==> src/rtl/oow_pkg.sv <==
package oow_pkg;

   // index width that stays legal for a count of one
   function automatic int idx_w(input int n);
      return (n > 1) ? $clog2(n) : 1;
   endfunction

   localparam int DEF_DEPTH     = 8;
   localparam int DEF_NUM_UNITS = 3;
   localparam int DEF_REG_AW    = 3;
   localparam int DEF_ID_W      = 4;

endpackage

==> src/rtl/oow_age.sv <==
module oow_age #(
   parameter int DEPTH = oow_pkg::DEF_DEPTH
) (
   input  logic             clk,
   input  logic             rst_n,
   input  logic [DEPTH-1:0] alloc,
   input  logic [DEPTH-1:0] valid_q,
   output logic [DEPTH-1:0] older [DEPTH]
);

   // older[i][j] = 1 : slot j holds an instruction inserted before slot i
   logic [DEPTH-1:0] older_q [DEPTH];

   always_ff @(posedge clk or negedge rst_n) begin
      if (!rst_n) begin
         for (int i = 0; i < DEPTH; i++) older_q[i] <= '0;
      end else begin
         for (int i = 0; i < DEPTH; i++) begin
            for (int j = 0; j < DEPTH; j++) begin
               if (alloc[i])      older_q[i][j] <= valid_q[j];
               else if (alloc[j]) older_q[i][j] <= 1'b0;
            end
         end
      end
   end

   always_comb begin
      for (int i = 0; i < DEPTH; i++) older[i] = older_q[i];
   end

   generate
      for (genvar gi = 0; gi < DEPTH; gi++) begin : g_row
         for (genvar gj = gi + 1; gj < DEPTH; gj++) begin : g_col

            age_order_chk: assert property (@(posedge clk) disable iff (!rst_n)
               (valid_q[gi] && valid_q[gj]) |-> (older_q[gi][gj] != older_q[gj][gi]));
         end
      end
   endgenerate

endmodule

==> src/rtl/oow_pick.sv <==
module oow_pick #(
   parameter int DEPTH = oow_pkg::DEF_DEPTH
) (
   input  logic             clk,
   input  logic             rst_n,
   input  logic [DEPTH-1:0] cand,
   input  logic [DEPTH-1:0] older [DEPTH],
   output logic [DEPTH-1:0] grant
);

   // a candidate wins when no other candidate is older than it
   always_comb begin
      for (int i = 0; i < DEPTH; i++) begin
         grant[i] = cand[i] && !(|(cand & older[i]));
      end
   end


   grant_onehot_chk: assert property (@(posedge clk) disable iff (!rst_n)
      $onehot0(grant));


   grant_live_chk: assert property (@(posedge clk) disable iff (!rst_n)
      (|cand) |-> (|grant));

endmodule

==> src/rtl/oow_score.sv <==
module oow_score #(
   parameter int NUM_UNITS = oow_pkg::DEF_NUM_UNITS,
   parameter int REG_AW    = oow_pkg::DEF_REG_AW,
   parameter int UNIT_W    = oow_pkg::idx_w(NUM_UNITS)
) (
   input  logic                        clk,
   input  logic                        rst_n,
   input  logic [NUM_UNITS-1:0]        iss_valid,
   input  logic [NUM_UNITS*REG_AW-1:0] iss_dst,
   input  logic                        cmp_valid,
   input  logic [UNIT_W-1:0]           cmp_unit,
   input  logic [REG_AW-1:0]           cmp_reg,
   output logic [NUM_UNITS-1:0]        unit_busy,
   output logic [(1<<REG_AW)-1:0]      reg_busy
);

   localparam int NUM_REGS = 1 << REG_AW;

   logic [NUM_UNITS-1:0] unit_q;
   logic [NUM_REGS-1:0]  reg_q;
   logic [NUM_REGS-1:0]  reg_set;

   always_comb begin
      reg_set = '0;
      for (int u = 0; u < NUM_UNITS; u++) begin
         if (iss_valid[u]) reg_set[iss_dst[u*REG_AW +: REG_AW]] = 1'b1;
      end
   end

   always_ff @(posedge clk or negedge rst_n) begin
      if (!rst_n) begin
         unit_q <= '0;
         reg_q  <= '0;
      end else begin
         for (int u = 0; u < NUM_UNITS; u++) begin
            if (iss_valid[u])                                      unit_q[u] <= 1'b1;
            else if (cmp_valid && (cmp_unit == UNIT_W'(u)))        unit_q[u] <= 1'b0;
         end
         for (int r = 0; r < NUM_REGS; r++) begin
            if (reg_set[r])                                        reg_q[r] <= 1'b1;
            else if (cmp_valid && (cmp_reg == REG_AW'(r)))         reg_q[r] <= 1'b0;
         end
      end
   end

   assign unit_busy = unit_q;
   assign reg_busy  = reg_q;

   generate
      for (genvar gu = 0; gu < NUM_UNITS; gu++) begin : g_unit

         unit_free_chk: assert property (@(posedge clk) disable iff (!rst_n)
            iss_valid[gu] |-> !unit_q[gu]);

         dst_free_chk: assert property (@(posedge clk) disable iff (!rst_n)
            iss_valid[gu] |-> !reg_q[iss_dst[gu*REG_AW +: REG_AW]]);
      end
   endgenerate

endmodule

==> src/rtl/ooo_issue_window.sv <==
module ooo_issue_window #(
   parameter int DEPTH     = oow_pkg::DEF_DEPTH,
   parameter int NUM_UNITS = oow_pkg::DEF_NUM_UNITS,
   parameter int REG_AW    = oow_pkg::DEF_REG_AW,
   parameter int ID_W      = oow_pkg::DEF_ID_W,
   parameter int UNIT_W    = oow_pkg::idx_w(NUM_UNITS)
) (
   input  logic                        clk,
   input  logic                        rst_n,
   input  logic                        ins_valid,
   input  logic [UNIT_W-1:0]           ins_unit,
   input  logic [ID_W-1:0]             ins_id,
   input  logic [REG_AW-1:0]           ins_dst,
   input  logic [REG_AW-1:0]           ins_src_a,
   input  logic [REG_AW-1:0]           ins_src_b,
   output logic                        full,
   output logic [NUM_UNITS-1:0]        iss_valid,
   output logic [NUM_UNITS*ID_W-1:0]   iss_id,
   output logic [NUM_UNITS*REG_AW-1:0] iss_dst,
   input  logic                        cmp_valid,
   input  logic [UNIT_W-1:0]           cmp_unit,
   input  logic [REG_AW-1:0]           cmp_reg
);

   localparam int NUM_REGS = 1 << REG_AW;

   initial begin
      depth_param_chk: assert (DEPTH >= 2) else $error("DEPTH must be at least 2");
      unit_param_chk:  assert (NUM_UNITS >= 1 && NUM_UNITS <= (1 << UNIT_W))
         else $error("NUM_UNITS does not fit UNIT_W");
   end

   // slot storage
   logic [DEPTH-1:0]  valid_q;
   logic [UNIT_W-1:0] unit_q [DEPTH];
   logic [ID_W-1:0]   id_q   [DEPTH];
   logic [REG_AW-1:0] dst_q  [DEPTH];
   logic [REG_AW-1:0] sa_q   [DEPTH];
   logic [REG_AW-1:0] sb_q   [DEPTH];

   logic [DEPTH-1:0]     older [DEPTH];
   logic [DEPTH-1:0]     alloc;
   logic [DEPTH-1:0]     ready;
   logic [DEPTH-1:0]     issued;
   logic [DEPTH-1:0]     cand  [NUM_UNITS];
   logic [DEPTH-1:0]     grant [NUM_UNITS];
   logic [NUM_UNITS-1:0] unit_busy;
   logic [NUM_REGS-1:0]  reg_busy;
   logic                 accept;

   assign full   = &valid_q;
   assign accept = ins_valid && !full;

   // lowest free slot takes the new instruction
   always_comb begin
      logic found;
      found = 1'b0;
      alloc = '0;
      for (int i = 0; i < DEPTH; i++) begin
         if (!valid_q[i] && !found) begin
            alloc[i] = accept;
            found    = 1'b1;
         end
      end
   end

   always_ff @(posedge clk or negedge rst_n) begin
      if (!rst_n) begin
         valid_q <= '0;
         for (int i = 0; i < DEPTH; i++) begin
            unit_q[i] <= '0;
            id_q[i]   <= '0;
            dst_q[i]  <= '0;
            sa_q[i]   <= '0;
            sb_q[i]   <= '0;
         end
      end else begin
         valid_q <= (valid_q & ~issued) | alloc;
         for (int i = 0; i < DEPTH; i++) begin
            if (alloc[i]) begin
               unit_q[i] <= ins_unit;
               id_q[i]   <= ins_id;
               dst_q[i]  <= ins_dst;
               sa_q[i]   <= ins_src_a;
               sb_q[i]   <= ins_src_b;
            end
         end
      end
   end

   oow_age #(.DEPTH(DEPTH)) u_age (
      .clk     (clk),
      .rst_n   (rst_n),
      .alloc   (alloc),
      .valid_q (valid_q),
      .older   (older)
   );

   oow_score #(.NUM_UNITS(NUM_UNITS), .REG_AW(REG_AW), .UNIT_W(UNIT_W)) u_score (
      .clk       (clk),
      .rst_n     (rst_n),
      .iss_valid (iss_valid),
      .iss_dst   (iss_dst),
      .cmp_valid (cmp_valid),
      .cmp_unit  (cmp_unit),
      .cmp_reg   (cmp_reg),
      .unit_busy (unit_busy),
      .reg_busy  (reg_busy)
   );

   // readiness: unit idle, no pending write on any operand, no hazard against older slots
   always_comb begin
      logic blk;
      for (int i = 0; i < DEPTH; i++) begin
         blk = 1'b0;
         for (int j = 0; j < DEPTH; j++) begin
            if (valid_q[j] && older[i][j]) begin
               if (dst_q[j] == sa_q[i] || dst_q[j] == sb_q[i]) blk = 1'b1; // read after write
               if (sa_q[j] == dst_q[i] || sb_q[j] == dst_q[i]) blk = 1'b1; // write after read
               if (dst_q[j] == dst_q[i])                       blk = 1'b1; // write after write
            end
         end
         ready[i] = valid_q[i] && !blk && !unit_busy[unit_q[i]]
                 && !reg_busy[sa_q[i]] && !reg_busy[sb_q[i]] && !reg_busy[dst_q[i]];
      end
   end

   generate
      for (genvar gu = 0; gu < NUM_UNITS; gu++) begin : g_port
         always_comb begin
            for (int i = 0; i < DEPTH; i++) begin
               cand[gu][i] = ready[i] && (unit_q[i] == UNIT_W'(gu));
            end
         end

         oow_pick #(.DEPTH(DEPTH)) u_pick (
            .clk   (clk),
            .rst_n (rst_n),
            .cand  (cand[gu]),
            .older (older),
            .grant (grant[gu])
         );

         always_comb begin
            iss_valid[gu]                    = |grant[gu];
            iss_id[gu*ID_W +: ID_W]          = '0;
            iss_dst[gu*REG_AW +: REG_AW]     = '0;
            for (int i = 0; i < DEPTH; i++) begin
               if (grant[gu][i]) begin
                  iss_id[gu*ID_W +: ID_W]      = iss_id[gu*ID_W +: ID_W] | id_q[i];
                  iss_dst[gu*REG_AW +: REG_AW] = iss_dst[gu*REG_AW +: REG_AW] | dst_q[i];
               end
            end
         end
      end
   endgenerate

   always_comb begin
      issued = '0;
      for (int u = 0; u < NUM_UNITS; u++) issued = issued | grant[u];
   end


   no_overflow_chk: assert property (@(posedge clk) disable iff (!rst_n)
      (ins_valid && full) |=> ($countones(valid_q) <= $past($countones(valid_q))));


   slot_free_chk: assert property (@(posedge clk) disable iff (!rst_n)
      ((|iss_valid) && !accept) |=> ($countones(valid_q) < $past($countones(valid_q))));


   insert_take_chk: assert property (@(posedge clk) disable iff (!rst_n)
      (accept && !(|iss_valid)) |=> ($countones(valid_q) == $past($countones(valid_q)) + 1));

endmodule

==> config.mk <==
export PLATFORM = sky130hd
export DESIGN_NAME = ooo_issue_window
export DESIGN_NICKNAME = d
export VERILOG_FILES = /design/src/rtl/oow_pkg.sv /design/src/rtl/oow_age.sv /design/src/rtl/oow_pick.sv /design/src/rtl/oow_score.sv /design/src/rtl/ooo_issue_window.sv
export SDC_FILE = /design/constraint.sdc
export NUM_CORES = 1
export LEC_CHECK = 0
export ABC_CLOCK_PERIOD_IN_PS = 4330
export BUFFER_PORTS_ARGS = -buffer_cell sky130_fd_sc_hd__buf_2
export CAP_MARGIN = 20
export CORE_AREA = 2 2 183 185
export CTS_BUF_LIST = sky130_fd_sc_hd__clkbuf_8
export DETAILED_ROUTE_END_ITERATION = 8
export DIE_AREA = 0 0 185 187
export PLACE_DENSITY = 0.79
export SLEW_MARGIN = 20
export SYNTH_ARGS = -nofsm -noshare
export SYNTH_HDL_FRONTEND = slang
export SYNTH_SLANG_ARGS = --single-unit
==> constraint.sdc <==
create_clock -name clk -period 4.33 [get_ports clk]
set_input_delay 1.0825 -clock clk [delete_from_list [all_inputs] [get_ports clk]]
set_output_delay 1.0825 -clock clk [all_outputs]
set_load 0.01 [all_outputs]
==> metrics.txt, run 1 <==
vias in the first global route roughly 34,000; Synth Cell Area 19,400 um^2; distinct cell type count after synthesis a little under 90; Congestion Overflow GR 1,397; number of synthesized flops with an enable pin 0; top-count cell post-synth nand2_1; die height 187 um; initial core utilization 0.590; All-Layer GR Usage 0.963; syn avg cell area 8.20 um^2; largest net degree at the start of global routing 85; CTS buffer count 36; CTS Sinks 203; tool error [ERROR GRT-0116] Global routing finished with congestion. Check the congestion regions in the DRC Viewer.; Final HPWL DP 76,700 um; first-pass GRT wire length 247,000 um; GPL Wtd Cong 1.50; hold_buf cts 0; CTS Buffer Depth 3; Post-synth ARST share 1.00; register bit count reported by yosys 203; register area share after synthesis 0.262; Yosys Warn Count 0; IO Pins 49; row count 67; Main synth FF type dfrtp_1; Synth Instances approximately 2,400; Syn Nets 2,389; CTS root buffer clkbuf_8; top post-synthesis cells by count 402 x nand2_1, 326 x xor2_1, 203 x dfrtp_1, 166 x nor3_1, 93 x xnor2_1; H-tree levels 2; number of buffers added on ports 48; Fail Step global routing (5_1_grt); top cells by area, synth dfrtp_1 26%, xor2_1 15%, nand2_1 7.8%; Die W 185 um; outcome did not finish; Synth area leader dfrtp_1; share of the synthesized area in the top cell type 0.262
## repair_timing
action / CTS
pin swaps: 110
gates resized for setup: 293
setup buffers: 64
endpoints found under the hold margin: 0
setup endpoints to repair: 32
gates cloned: 5
## routing by layer
metal,overflow,global-route usage
met1,150,0.938
met2,732,1.05
met3,143,0.904
met4,360,0.975
met5,12,0.731
## cell families after synthesis
group | synth area share
DFF | 0.262
muxes | 0.0779
xor gates and xnor gates | 0.190
AOI/OAI and AO/OA | 0.146
and+or+nand+nor | 0.252
buffers and inverters | 0.0727
## stage by stage
stage | setup WS [ns] | cells | setup TNS (ns) | instance area [um^2] | hold WS [ns]
4_1_cts | -1.20 | 3407 | -25.32 | 27700 | 0.494
2_1_floorplan | -0.119 | 2365 | -0.473 | 19800 | 0.444
3_3_place_gp | -0.887 | 3282 | -17.35 | 24800 | 0.462
3_5_place_dp | -0.855 | 3282 | -19.94 | 24800 | 0.479
==> run 2: changes to the inputs <==
--- a/config.mk
+++ b/config.mk
@@ -5,14 +5,13 @@
 export SDC_FILE = /design/constraint.sdc
 export NUM_CORES = 1
 export LEC_CHECK = 0
-export ABC_CLOCK_PERIOD_IN_PS = 4330
+export ABC_CLOCK_PERIOD_IN_PS = 5630
 export BUFFER_PORTS_ARGS = -buffer_cell sky130_fd_sc_hd__buf_2
 export CAP_MARGIN = 20
-export CORE_AREA = 2 2 183 185
-export CTS_BUF_LIST = sky130_fd_sc_hd__clkbuf_8
+export CORE_AREA = 2 2 224 226
 export DETAILED_ROUTE_END_ITERATION = 8
-export DIE_AREA = 0 0 185 187
-export PLACE_DENSITY = 0.79
+export DIE_AREA = 0 0 226 228
+export PLACE_DENSITY_LB_ADDON = 0.15
 export SLEW_MARGIN = 20
 export SYNTH_ARGS = -nofsm -noshare
 export SYNTH_HDL_FRONTEND = slang
==> constraint.sdc (replaced) <==
create_clock -name clk -period 5.63 [get_ports clk]
set_input_delay 1.4075 -clock clk [delete_from_list [all_inputs] [get_ports clk]]
set_output_delay 1.4075 -clock clk [all_outputs]
set_load 0.01 [all_outputs]
==> run 2 against run 1 <==
Synthesized cell count is the same. The flow now finishes, with violations (negative setup slack). Synthesized area stayed put.
==> metrics.txt, run 2 <==
Sw Share 0.509; Die W 226 um; IO Pins 49; antenna violations before repair 3; top cells by area, synth dfrtp_1 26%, xor2_1 15%, nand2_1 7.8%; Routed Antenna Nets 0; final hold violations 0; PnR worst setup slack -0.404 ns; Post-synth ARST share 1.00; Core Region just under 50,000 um^2; via count 23,800; CTS clk-pin slew, worst paths 0.07 ns; min-delay worst type register to register; Fmax achieved 166 MHz; number of synthesized flops with an enable pin 0; post-layout min period slightly above 6 ns; Skew-Pair Late Insertion Delay 0.61 ns; Setup CP Type register to output port; Cell Area, Placed 24,300 um^2; Slew Viols, Final 0; Detailed Routing Iterations Pass 1 8; failing checks negative setup slack; initial core utilization 0.393; CTS Buffer Depth 3; internal power 8.17 mW; CTS buffer count 26; distinct cell type count after synthesis 89; Setup TNS Final -7.10 ns; post-placement cell count 3,441; Synth Cell Area 19,400 um^2; routed length per instance 34.4 um; Final HPWL DP 94,300 um; Fin Clk Skew 0.0206 ns; Comb pwr share 0.729; H-tree levels 1; area delta synth->final 48.4%; GPL Wtd Cong between 1 and 1.5; RSZ-0062 raised after global routing yes; vias in the first global route 22,700; worst slew pin tran 1.21 ns; Synth Instances 2,365; Worst Path Arrival 4.63 ns; number of flip-flops under the largest register name 64; Via density 6.55; first-pass GRT wire length 172,000 um; CTS root buffer clkbuf_16; register bit count reported by yosys 203; Reg power frac 0.158; Layout Nets 2,960; Final Setup Violations 24; outcome complete, but fails checks; Detailed Route WL 125,000 um; maximum VDD drop 0.000355 V; Congestion Overflow GR 0; Psw 8.46 mW; startpoint types register; die height 228 um; largest net degree at the start of global routing 78; top-count cell post-synth nand2_1; post-route insts no fill around 3,600; Lkg Pwr between 10 and 15 nW; FILL cells 4,405; DRC Markers 0; ratio of cells with drive above 1 in the final layout 0.410; Power Dens Cells ~580 nW/um^2; most frequent cells in the layout 571 x buf_4, 392 x nand2_1, 318 x xor2_1; Yosys Warn Count 0; Main synth FF type dfrtp_1; share of the synthesized area in the top cell type 0.262; syn avg cell area around 8.2 um^2; Final Util 0.583; CTS tree yes; crit share post-route 1.07; commonest non-fill, non-tap cell in the layout buf_4; drt first-iter violations 3,486; area of the die 51,500 um^2; Fin Hold WS 0.482 ns; Clock Power Share 0.113; number of buffers added on ports 48; Synth area leader dfrtp_1; top post-synthesis cells by count 402 x nand2_1, 326 x xor2_1, 203 x dfrtp_1, 166 x nor3_1, 93 x xnor2_1; CTS Sinks 203; # diodes 0; Syn Nets 2,389; crit path capture type output port; relative slew slack 0.188; register area share after synthesis 0.262; All-Layer GR Usage 0.474; Max Cap Viol 0; fin area 28,800 um^2; Critical Path RT 4.22 ns; CP Max Fanout 8; row count 82
==> run 2: cell counts after synthesis <==
Identical to the previous run, type by type.
==> run 2: area by class of cell <==
type	instances	area, um^2	share of cell area
flip-flops and latches	203	5120	0.178
clock inverters	15	203	0.00704
clock buffers	33	717	0.0249
repair buffers	761	6770	0.235
well taps	672	841	0.0292
multi-input cells	1880	14900	0.517
inverters	64	244	0.00848
==> run 2: path summary, 6_finish.rpt <==
path / end / startpoint / depth (start not counted) / slack, ns
worst max-delay path: iss_dst[8] / dst_q[9] / 14 / -0.40
worst min-delay path: u_age.older[49] / u_age.older[49] / 1 / 0.48
worst max register to register: u_score.reg_busy[5] / dst_q[9] / 28 / 0.09
worst min register to register: u_age.older[49] / u_age.older[49] / 1 / 0.48
max in group asynchronous: u_age.older[46] / rst_n / 2 / 3.52
min in group asynchronous: sb_q[15] / rst_n / 1 / 0.77
==> run 2: timing repair <==
| action | CTS | global route |
|---|---|---|
| setup buffers | 84 | 69 |
| hold buffers | 0 | 0 |
| gates cloned | 2 | 1 |
| resized for setup | 308 | 176 |
| endpoints found under the setup margin | 24 | 28 |
| pin swaps | 89 | 99 |
==> run 2: cell families (layout without fill, tap and decap cells) <==
group / Yosys count / in the layout / share of synthesized area
buffers and inverters: 282 / 873 / 0.0727
AO/OA/AOI/OAI: 385 / 385 / 0.146
XOR/XNOR: 420 / 420 / 0.190
AND/OR/NAND/NOR: 967 / 967 / 0.252
multiplexers: 108 / 108 / 0.0779
flip-flops: 203 / 203 / 0.262
==> run 2: routing by layer <==
layer  share of wire  track usage
met5         0.00018            0
met3            0.14        0.146
met1            0.38        0.630
met4           0.078        0.278
met2            0.40        0.672
==> run 2: stage by stage <==
step	worst slack, ns	total power, mW
2_1_floorplan	0.564	7.13
3_3_place_gp	-0.661	12.3
3_5_place_dp	-0.384	12.3
4_1_cts	-0.247	15.1
5_1_grt	-0.458	17.0
6_report	-0.404	16.6
==> run 2: worst max-delay path: stages, from the launching register on <==
cell and delay (ns):
dfrtp_2 0.49, buf_6 0.15, buf_12 0.14, xor2_1 0.19
nor3_1 0.07, nor3_1 0.25, buf_4 0.18, a211oi_4 0.07
or4_4 0.59, or4_4 0.63, o221a_4 0.27, and3_4 0.21
a22o_1 0.25, or3_4 0.40, buf_6 0.13
==> run 2: power by group through the flow <==
stage	registers (mW)	logic (mW)	clock network, mW
6_report	2.63	12.1	1.88
2_1_floorplan	2.14	4.99	0
5_1_grt	2.63	12.4	1.92
4_1_cts	2.57	10.7	1.87
3_5_place_dp	2.57	9.77	0
3_3_place_gp	2.56	9.72	0
Note: power is estimated with default switching activity, not from simulation.
==> run 3: changes to the inputs <==
--- a/config.mk
+++ b/config.mk
@@ -8,9 +8,9 @@
 export ABC_CLOCK_PERIOD_IN_PS = 5630
 export BUFFER_PORTS_ARGS = -buffer_cell sky130_fd_sc_hd__buf_2
 export CAP_MARGIN = 20
-export CORE_AREA = 2 2 224 226
+export CORE_AREA = 2 2 288 176
 export DETAILED_ROUTE_END_ITERATION = 8
-export DIE_AREA = 0 0 226 228
+export DIE_AREA = 0 0 290 178
 export PLACE_DENSITY_LB_ADDON = 0.15
 export SLEW_MARGIN = 20
 export SYNTH_ARGS = -nofsm -noshare
==> run 3 against run 2 <==
The flow still finishes with violations (negative setup slack). Largest power group unchanged. Combinational power about the same. Sequential cell count unchanged. Die area up 0.18%.
==> metrics.txt, run 3 (synthesis gave the netlist of run 2 again) <==
most frequent cells in the layout 566 x buf_4, 394 x nand2_1, 319 x xor2_1; maximum VDD drop ~0.00037 V; Lkg Pwr between 10 and 15 nW; FILL cells about 4,200; GPL Wtd Cong about 1.1; Skew-Pair Late Insertion Delay 0.60 ns; startpoint types register; Fin Clk Skew 0.0180 ns; row count 63; initial core utilization 0.396; hold_buf cts 0; CTS tree yes; DRC Markers 0; Critical Path RT 4.22 ns; Critical Path End iss_dst[3]; largest net degree at the start of global routing 100; vias in the first global route 22,300; Fmax achieved 161 MHz; min-delay worst type register to register; crit path capture type output port; internal power between 8 and 9 mW; H-tree levels 1; Die W 290 um; Detailed Route WL 126,000 um; CTS Buffer Depth 3; IO Pins 49; delay-heaviest family, CP simple AND/OR/NAND/NOR gates; Pwr Total 16.6 mW; R2R Setup Slk -0.15 ns; Reg power frac 0.156; failing checks negative setup slack; Final HPWL DP 94,200 um; All-Layer GR Usage 0.473; Place WS -0.661 ns; Critical R2R Launch dst_q[5]; Layout Nets 2,975; Critical R2R Capture u_score.reg_busy[6]; area delta synth->final 49.5%; worst slew pin tran 1.21 ns; die height around 180 um; drt first-iter violations 3,764; Clock Power Share 0.116; Sw Share 0.503; crit path from dst_q[5]; Buffers & Inverters on Critical Path 7; CP max stage cell or4_4; final hold violations 0; Max Cap Viol 0; antenna violations before repair 6; first-pass GRT wire length around 170,000 um; Detailed Routing Iterations Pass 1 7; CTS buffer count 25; most used cell, CP buf_6; commonest non-fill, non-tap cell in the layout buf_4; CTS Sinks ~200; Fin Hold WS 0.486 ns; post-layout min period between 6 and 7 ns; Worst Path Arrival 4.81 ns; via count roughly 24,000; number of buffers added on ports 48; Congestion Overflow GR 0; Final Util 0.592; Psw ~8.3 mW; CTS clk-pin slew, worst paths about 0.070 ns; Core Region 49,000 um^2; Final Setup Violations 28; Via density 6.70; CP Max Fanout 6; Setup CP Type register to output port; CTS root buffer clkbuf_16; crit path cell chain buf_12 > clkbuf_16 > buf_6 > xor2_2 > nor3_2 > nor3_2 > buf_4 > a211oi_4 > or4_4 > buf_6 > or4_4 > o22ai_1 > a2111oi_4 > a2111o_1 > nor2_4 > inv_2 > buf_6; Routed Antenna Nets 0; routed length per instance 34.9 um; Worst path depth 17; RSZ-0062 raised after global routing yes; ratio of cells with drive above 1 in the final layout 0.401; crit share post-route 1.10; PnR worst setup slack -0.583 ns; worst reg2reg path depth 33; slowest cell delay on critical path 0.60 ns; relative slew slack 0.195; area of the die slightly above 50,000 um^2; Slew Viols, Final 0; outcome complete, but fails checks; number of flip-flops under the largest register name 64; Comb pwr share 0.728; Power Dens Cells 572 nW/um^2
## run 3: layer usage
metal | vias up | part of all wire | wire length (um) | GRT usage
met5 | - | 0.00026 | 33 | 0
met3 | 425 | 0.18 | 22200 | 0.216
met4 | 6 | 0.045 | 5700 | 0.160
met2 | 2152 | 0.37 | 46800 | 0.625
li1 | 9628 | - | - | -
met1 | 12000 | 0.41 | 51600 | 0.668
## run 3: power groups by stage
stage	logic [mW]	registers [mW]	clock network, mW
after floorplan	4.99	2.14	0
after global placement	9.49	2.50	0
after detailed placement	9.62	2.50	0
after CTS	10.8	2.51	1.92
after global routing	12.4	2.59	1.98
final	12.1	2.59	1.92
## run 3: final cells by class
| class | count | area, um^2 | share of cell area |
|---|---|---|---|
| Tap cell | 650 | 813 | 0.0281 |
| Multi-Input combinational cell | 1880 | 14700 | 0.507 |
| Timing Repair Buffer | 777 | 7210 | 0.249 |
| Antenna cell | 2 | 5.00 | 0.000173 |
| Inverter | 64 | 248 | 0.00855 |
| Clock buffer | 32 | 702 | 0.0242 |
| Sequential cell | 203 | 5110 | 0.176 |
| Clock inverter | 13 | 215 | 0.00743 |
## run 3: worst min path at each step
| stage | from | end | depth (start not counted) |
|---|---|---|---|
| 2_1_floorplan | u_age.older[21] | u_age.older[21] | 1 |
| 3_3_place_gp | u_age.older[49] | u_age.older[49] | 1 |
| 3_5_place_dp | u_age.older[21] | u_age.older[21] | 1 |
| 4_1_cts | u_age.older[21] | u_age.older[21] | 1 |
| 5_1_grt | u_age.older[49] | u_age.older[49] | 1 |
| 6_report | u_age.older[21] | u_age.older[21] | 1 |
## run 3: what timing repair did
item / 4_1_cts / 5_1_grt
resized for setup: 271 / 177
endpoints found under the setup margin: 24 / 30
gates cloned: 1 / 2
pin swaps: 83 / 67
setup buffers: 92 / 58
## run 3: metrics by stage
step / area, um^2 / TNS (ns) / cells
4_1_cts: 27600 / -6.95 / 3563
3_3_place_gp: 24700 / -6.72 / 3435
5_1_grt: 29000 / -10.46 / 3619
6_report: 29000 / -9.96 / 3621
2_1_floorplan: 19400 / 0 / 2365
3_5_place_dp: 24700 / -7.29 / 3435
